## src/rtl/framer_pkg.sv

```systemverilog
// framer_pkg: shared types for the drawing command packet framer.
// Assumes 32-bit words with the opcode in bits [31:24].
package framer_pkg;

    // Framer control states
    typedef enum logic [1:0] {
        S_COLLECT = 2'd0,
        S_PKT     = 2'd1,
        S_XWAIT   = 2'd2,
        S_XRAW    = 2'd3
    } fr_state_e;

    // Decoded properties of an opcode
    typedef struct packed {
        logic [3:0] extra;     // fixed words after the header (minimum for polylines)
        logic       is_poly;   // terminated by a sentinel word
        logic       poly_gour; // sentinel checked on even indices only
        logic       is_image;  // memory transfer command
        logic       img_read;  // transfer direction is read
        logic       is_env;    // environment register write
    } cmd_info_t;

    localparam logic [31:0] SENT_MASK  = 32'hF000_F000;
    localparam logic [31:0] SENT_VALUE = 32'h5000_5000;

endpackage

```

## src/rtl/opcode_decoder.sv

```systemverilog
// opcode_decoder: maps an opcode byte to its packet class and fixed length.
// Purely combinational; lengths are computed from opcode bit fields.
module opcode_decoder
    import framer_pkg::*;
(
    input  logic [7:0] opcode,
    output cmd_info_t  info
);
    logic [3:0] verts;
    logic [3:0] per_vert;

    // Derive vertex count and words per vertex for polygon opcodes
    always_comb begin
        verts    = opcode[3] ? 4'd4 : 4'd3;
        per_vert = opcode[2] ? 4'd2 : 4'd1;
    end

    // Classify the opcode and compute its extra-word count
    always_comb begin
        info = '0;
        if (opcode == 8'h02) begin
            info.extra = 4'd2;
        end else if (opcode[7:5] == 3'b001) begin
            info.extra = (verts * per_vert) + (opcode[4] ? verts - 4'd1 : 4'd0);
        end else if (opcode[7:5] == 3'b010) begin
            info.extra     = 4'd2 + {3'd0, opcode[4]} + {3'd0, opcode[3]};
            info.is_poly   = opcode[3];
            info.poly_gour = opcode[4];
        end else if (opcode[7:5] == 3'b011) begin
            if (opcode[4:2] == 3'b011)
                info.extra = 4'd0;
            else
                info.extra = ((opcode[4:3] == 2'b00) ? 4'd2 : 4'd1) + {3'd0, opcode[2]};
        end else if (opcode == 8'h80) begin
            info.extra = 4'd3;
        end else if (opcode >= 8'hA0 && opcode <= 8'hDF) begin
            info.extra    = 4'd2;
            info.is_image = 1'b1;
            info.img_read = (opcode[7:5] == 3'b110);
        end else if (opcode[7:3] == 5'b11100) begin
            info.is_env = 1'b1;
        end
    end
endmodule

```

## src/rtl/env_reg_bank.sv

```systemverilog
// env_reg_bank: eight 32-bit environment registers plus derived status bits.
// Status is registered, so it follows a register write by one cycle.
module env_reg_bank #(
    parameter int NREG = 8
) (
    input  logic               clk,
    input  logic               rst_n,
    input  logic               we,
    input  logic [2:0]         wsel,
    input  logic [31:0]        wdata,
    output logic [NREG*32-1:0] regs_flat,
    output logic [12:0]        status_q
);
    logic [31:0] regs [NREG];

    for (genvar k = 0; k < NREG; k++) begin : g_reg
        localparam logic [7:0] RST_TOP = 8'hE0 + 8'(k);
        // Hold one environment register, loaded when selected
        always_ff @(posedge clk) begin
            if (!rst_n)
                regs[k] <= {RST_TOP, 24'd0};
            else if (we && (int'(wsel) == k))
                regs[k] <= wdata;
        end
        assign regs_flat[k*32 +: 32] = regs[k];
    end

    // Refresh status fields from registers 1 and 6
    always_ff @(posedge clk) begin
        if (!rst_n)
            status_q <= '0;
        else
            status_q <= {regs[6][1:0], regs[1][10:0]};
    end
endmodule

```

## src/rtl/packet_buffer.sv

```systemverilog
// packet_buffer: word storage for the packet being received.
// Writes land at an index; reads are combinational. No reset on data.
module packet_buffer #(
    parameter int DEPTH = 16,
    localparam int IDX_W = $clog2(DEPTH)
) (
    input  logic             clk,
    input  logic             we,
    input  logic [IDX_W-1:0] waddr,
    input  logic [31:0]      wdata,
    input  logic [IDX_W-1:0] raddr,
    output logic [31:0]      rdata
);
    logic [31:0] mem [DEPTH];

    for (genvar k = 0; k < DEPTH; k++) begin : g_word
        // Store a word when its slot is addressed
        always_ff @(posedge clk) begin
            if (we && (int'(waddr) == k))
                mem[k] <= wdata;
        end
    end

    assign rdata = mem[raddr];
endmodule

```

## src/rtl/cmd_packet_framer.sv

```systemverilog
// cmd_packet_framer: groups a word stream into drawing command packets,
// captures environment words, starts image transfers and forwards raw
// write data. Assumes the transfer engine always accepts raw words and
// raises xfer_wr_active some cycles after a write start. LEN_W >= 5,
// BUF_DEPTH >= 4 and a power of two.
module cmd_packet_framer
    import framer_pkg::*;
#(
    parameter int BUF_DEPTH = 16,
    parameter int LEN_W     = 12,
    localparam int IDX_W    = $clog2(BUF_DEPTH),
    localparam int NENV     = 8
) (
    input  logic               clk,
    input  logic               rst_n,
    input  logic               cmd_reset,
    input  logic               word_valid,
    input  logic [31:0]        word_data,
    output logic               word_ready,
    input  logic               xfer_wr_active,
    output logic               raw_valid,
    output logic [31:0]        raw_data,
    output logic               pkt_valid,
    input  logic               pkt_ready,
    output logic [31:0]        pkt_header,
    output logic [LEN_W-1:0]   pkt_len,
    input  logic [IDX_W-1:0]   rd_idx,
    output logic [31:0]        rd_word,
    output logic               xfer_start,
    output logic               xfer_is_read,
    output logic [31:0]        xfer_pos,
    output logic [31:0]        xfer_size,
    output logic [NENV*32-1:0] env_regs,
    output logic [12:0]        status_low
);
    localparam logic [LEN_W-1:0] IDX_MAX = '1;

    fr_state_e        state_q;
    logic [LEN_W-1:0] idx_q;
    logic [31:0]      hdr_q;
    cmd_info_t        info_q;
    cmd_info_t        dec_info;
    logic [31:0]      pkt_hdr_q;
    logic [LEN_W-1:0] pkt_len_q;
    logic             xs_q, xrd_q;
    logic [31:0]      xpos_q, xsize_q;

    logic             collecting, take, at_head;
    logic             sentinel, chk_pos, last_word;
    logic [LEN_W-1:0] idx_inc;
    logic             env_we, buf_we;

    opcode_decoder u_dec (
        .opcode (word_data[31:24]),
        .info   (dec_info)
    );

    // Accept, sentinel and end-of-packet conditions
    always_comb begin
        collecting = (state_q == S_COLLECT);
        take       = collecting && word_valid && !cmd_reset;
        at_head    = (idx_q == '0);
        sentinel   = ((word_data & SENT_MASK) == SENT_VALUE);
        chk_pos    = info_q.poly_gour ? ((idx_q >= LEN_W'(4)) && !idx_q[0])
                                      : (idx_q >= LEN_W'(3));
        last_word  = info_q.is_poly ? (chk_pos && sentinel)
                                    : (idx_q == LEN_W'(info_q.extra));
        idx_inc    = (idx_q == IDX_MAX) ? idx_q : idx_q + LEN_W'(1);
        env_we     = take && at_head && dec_info.is_env;
        buf_we     = take && (int'(idx_q) < BUF_DEPTH);
    end

    // Handshake and raw forwarding toward the transfer engine
    always_comb begin
        word_ready = collecting || ((state_q == S_XRAW) && xfer_wr_active);
        raw_valid  = (state_q == S_XRAW) && xfer_wr_active && word_valid;
        raw_data   = word_data;
    end

    packet_buffer #(.DEPTH(BUF_DEPTH)) u_buf (
        .clk   (clk),
        .we    (buf_we),
        .waddr (idx_q[IDX_W-1:0]),
        .wdata (word_data),
        .raddr (rd_idx),
        .rdata (rd_word)
    );

    env_reg_bank #(.NREG(NENV)) u_env (
        .clk       (clk),
        .rst_n     (rst_n),
        .we        (env_we),
        .wsel      (word_data[26:24]),
        .wdata     (word_data),
        .regs_flat (env_regs),
        .status_q  (status_low)
    );

    // Framing state machine: header decode, word counting, packet offer
    always_ff @(posedge clk) begin
        if (!rst_n) begin
            state_q   <= S_COLLECT;
            idx_q     <= '0;
            hdr_q     <= '0;
            info_q    <= '0;
            pkt_hdr_q <= '0;
            pkt_len_q <= '0;
            xs_q      <= 1'b0;
            xrd_q     <= 1'b0;
            xpos_q    <= '0;
            xsize_q   <= '0;
        end else begin
            xs_q <= 1'b0;
            if (cmd_reset) begin
                state_q <= S_COLLECT;
                idx_q   <= '0;
            end else begin
                case (state_q)
                    S_COLLECT: begin
                        if (word_valid) begin
                            if (at_head) begin
                                hdr_q  <= word_data;
                                info_q <= dec_info;
                                if (dec_info.is_env) begin
                                    idx_q <= '0;
                                end else if (!dec_info.is_poly && dec_info.extra == 4'd0) begin
                                    pkt_hdr_q <= word_data;
                                    pkt_len_q <= LEN_W'(1);
                                    state_q   <= S_PKT;
                                end else begin
                                    idx_q <= LEN_W'(1);
                                end
                            end else begin
                                if (info_q.is_image && idx_q == LEN_W'(1))
                                    xpos_q <= word_data;
                                if (last_word) begin
                                    idx_q <= '0;
                                    if (info_q.is_image) begin
                                        xs_q    <= 1'b1;
                                        xrd_q   <= info_q.img_read;
                                        xsize_q <= word_data;
                                        state_q <= info_q.img_read ? S_COLLECT : S_XWAIT;
                                    end else begin
                                        pkt_hdr_q <= hdr_q;
                                        pkt_len_q <= idx_inc;
                                        state_q   <= S_PKT;
                                    end
                                end else begin
                                    idx_q <= idx_inc;
                                end
                            end
                        end
                    end
                    S_PKT:   if (pkt_ready) state_q <= S_COLLECT;
                    S_XWAIT: if (xfer_wr_active) state_q <= S_XRAW;
                    S_XRAW:  if (!xfer_wr_active) state_q <= S_COLLECT;
                    default: state_q <= S_COLLECT;
                endcase
            end
        end
    end

    assign pkt_valid    = (state_q == S_PKT);
    assign pkt_header   = pkt_hdr_q;
    assign pkt_len      = pkt_len_q;
    assign xfer_start   = xs_q;
    assign xfer_is_read = xrd_q;
    assign xfer_pos     = xpos_q;
    assign xfer_size    = xsize_q;
endmodule

```

## config.mk

```make
export PLATFORM = sky130hd
export DESIGN_NAME = cmd_packet_framer
export DESIGN_NICKNAME = d
export VERILOG_FILES = /design/src/rtl/framer_pkg.sv /design/src/rtl/opcode_decoder.sv /design/src/rtl/env_reg_bank.sv /design/src/rtl/packet_buffer.sv /design/src/rtl/cmd_packet_framer.sv
export SDC_FILE = /design/constraint.sdc
export NUM_CORES = 1
export LEC_CHECK = 0
export CAP_MARGIN = 20
export CORE_AREA = 2 2 324 230
export DETAILED_ROUTE_END_ITERATION = 7
export DIE_AREA = 0 0 326 232
export GPL_ROUTABILITY_DRIVEN = 0
export PLACE_DENSITY = 0.84
export SLEW_MARGIN = 20
export SYNTH_ARGS = -nofsm -noshare
export SYNTH_HDL_FRONTEND = slang
export SYNTH_HIERARCHICAL = 1
export SYNTH_SLANG_ARGS = --single-unit
```

## constraint.sdc

```tcl
create_clock -name clk -period 17.4 [get_ports clk]
set_clock_uncertainty 0.2 [all_clocks]
set_input_delay 4.35 -clock clk [delete_from_list [all_inputs] [get_ports clk]]
set_output_delay 4.35 -clock clk [all_outputs]
set_load 0.005 [all_outputs]
```

==> flow_summary_export.csv <==
group,metric,value,unit
run_status,run_status,"finished, final reports clean",
global_routing,first_global_vias,23900,
route,drtPass1Iterations,5,
sta,min_period,11.86,ns
worst_hold_path,tightest_hold_check_type,"register to register",
synthesis,cell_count_after_synthesis,2330,
clock_network,cts_num_sinks,945,
synthesis,ys_dominant_reg_cell,"edfxtp_1",
flow_run,maxCapViolCount,0,
route,num_vias,23600,
clock_network,ctsHoldBuffers,0,
power_and_ir_drop,power_density,107,nW/um^2
synthesis,cell_type_with_the_largest_total_area_after_synthesis,"edfxtp_1",
synthesis,ys_ff_latch,945,
synthesis,syn_avg_cell_area,15.7,um^2
placed_design,dp_hpwl,65600,um
sta,max-slew-margin-rel,0.246,
layout,final_cell_count_no_fill,3850,
placed_design,placedCellCount,3684,
clock_network,tritoncts,"built",
synthesis,synth_top_area_share,0.630,
clock_network,insertion_delay,0.65,ns
power_and_ir_drop,maximum_vdd_drop,0.0000748,V
power_and_ir_drop,power_frac_seq,0.512,
placed_design,number_of_buffer_cells_added_on_primary_ports,487,
global_routing,total_routing_usage_gr,0.290,
sta,final.setup.tns,0,ns
floorplanning,rows,83,
synthesis,yosysWarningCount,6,
floorplanning,area_of_the_placeable_core,72600,um^2
layout,most-common-layout-cells,"edfxtp_1, clkdlybuf4s50_1, nor2_1, nand2_1, dfxtp_1",
floorplanning,floorplan.io_pins,488,
sta,setup_viol_count_final,0,
floorplanning,chipWidth,326,um
critical_path,critical_path.startpoint_type,"primary input",
power_and_ir_drop,p_leak,15.2,nW
route,vias_per_cell,6.14,
layout,layout_commonest_cell,"edfxtp_1",
power_and_ir_drop,internal_power,0.00380,W
clock_network,post-cts-setup-buffer-count,0,
clock_network,max-clock-path-buffers,3,
sta,report.final.slew_viol_count,0,
route,drc_errors,0,
route,antenna_left,0,
synthesis,ys_async_sr_fraction,0,
clock_network,cts_repair_resize_count,0,
critical_path,worstPathRequired,12.85,ns
synthesis,synth_seq_area_share,0.726,
critical_path,path_class,"primary input to primary output",
route,detailedRoute.firstIterationViolations,3190,
synthesis,synthDistinctLibCells,73,
floorplanning,floorplan.initialDensity,0.505,
floorplanning,floorplan.die.height,232,um
sta,final.period_utilization,0.682,
global_routing,grt_start_max_net_pins,78,
layout,final_core_utilization,0.629,
layout,nNetsFinal,2851,
global_routing,grt_antenna_before_repair,4,
sta,unrepaired_setup_endpoints_after_global_routing,"no",
power_and_ir_drop,power_frac_clock,0.421,
synthesis,syn_nets,2383,
power_and_ir_drop,net-switching-power,0.00106,W
power_and_ir_drop,combinationalPowerShare,0.068,
sta,fmax,84.3,MHz
clock_network,htree_levels,3,
synthesis,synth_area_leaders,"edfxtp_1, dfxtp_1, mux4_2",
critical_path,timing.critical_path.fanout_max,77,
sta,timing_hold_violations_final,0,
sta,worst_hold_slack,0.255,ns
clock_network,cts.reportedPaths.clkPinSlew,0.07,ns
critical_path,timing.critical_path.to_type,"primary output",
global_routing,grt-ovfl-total,0,
route,wl_per_cell,29.2,um
synthesis,synth-edff-count,768,
critical_path,arrival,7.31,ns
synthesis,synth_area,36600,um^2
route,postRouteWirelength,113000,um
layout,syn2layout_area_growth,24.5,%
power_and_ir_drop,total_power,0.00486,W
clock_network,ctsRootBufferMaster,"clkbuf_16",
global_routing,grt_pass1_wl,160000,um
clock_network,tritoncts.num_buffers,87,
floorplanning,fp.dieArea,75600,um^2
layout,drive_above_1_share,0.147,
power_and_ir_drop,switching_share,0.218,
sta,tightestPinTransition,1.13,ns
[registers in the layout (all words and copies together), names as in the netlist]
name and cells:
u_env/regs 256, info_q 8, xfer_size 32, u_env/status_q 13
idx_q 12, hdr_q 32, xfer_start 1, xfer_is_read 1
pkt_len 12, xfer_pos 32, pkt_header 32, u_buf/mem 512
state_q 2
[per-stage QoR]
stage                     setup slack, ns  instance area [um^2]
after floorplan                      7.30                 36600
final                                5.54                 45600
after global routing                 5.19                 45600
after detailed placement             5.20                 42500
after global placement               5.28                 42500
after CTS                            5.19                 45600
[worst max-delay path, cell delays in order]
cell and delay [ns]:
clkbuf_8 0.67, buf_4 0.53, buf_16 0.30, mux4_2 0.54
a22oi_1 0.25, nand2_1 0.14, clkdlybuf4s50_1 0.46
[power by group through the flow]
| stage | Sequential (W) | Combinational, W | Clock [W] |
|---|---|---|---|
| floorplan | 0.00254 | 0.000141 | 0 |
| global placement | 0.00253 | 0.000312 | 0 |
| detailed placement | 0.00254 | 0.000321 | 0 |
| CTS | 0.00249 | 0.000325 | 0.00206 |
| global route | 0.00249 | 0.000345 | 0.00214 |
| finish | 0.00249 | 0.000329 | 0.00205 |
[cells in the mapped netlist, types with 41 or more instances]
cell,n
edfxtp_1,768
nor2_1,252
nand2_1,228
dfxtp_1,177
mux4_2,128
a21oi_1,91
nand3_1,75
clkbuf_1,71
mux2i_1,68
a22oi_1,65
buf_4,45
buf_2,41
[metal layers]
metal  wire [um]  track usage  up-vias
met1       40600        0.380    11900
met2       53000        0.454     1732
li1            -            -     9680
met5           0            0        -
met3       13900       0.0884      282
met4        4990        0.121        0
[worst paths after layout]
path	slack, ns	startpoint	end	cells after the start
worst max-delay path	5.54	rd_idx[0]	rd_word[22]	7
worst max register to register	13.49	idx_q[0]	xfer_size[2]	9
worst min register to register	0.25	hdr_q[31]	hdr_q[31]	2
worst min-delay path	0.25	hdr_q[31]	hdr_q[31]	2
[layout make-up]
type / instances / area, um^2
multi-input cells: 1186 / 9180
fillers: 4848 / 27000
repair buffers: 565 / 5510
clock inverters: 52 / 621
inverters: 13 / 50.0
diodes: 2 / 5.00
flip-flops and latches: 945 / 26600
well taps: 977 / 1220
clock buffers: 110 / 2440
[logic make-up (layout without fill, tap and decap cells)]
kind of cell | count (synthesis) | count (layout) | share of synthesized area
XOR/XNOR | 11 | 11 | 0.00263
AO/OA/AOI/OAI | 235 | 235 | 0.0446
adder cells (fa/ha/maj) | 11 | 11 | 0.00396
other | 0 | 2 | 0
multiplexers | 197 | 197 | 0.0976
flip-flops | 945 | 945 | 0.726
AND/OR/NAND/NOR | 732 | 732 | 0.0962
buffers and inverters | 199 | 740 | 0.0288
(Power assumes the default switching activity.)
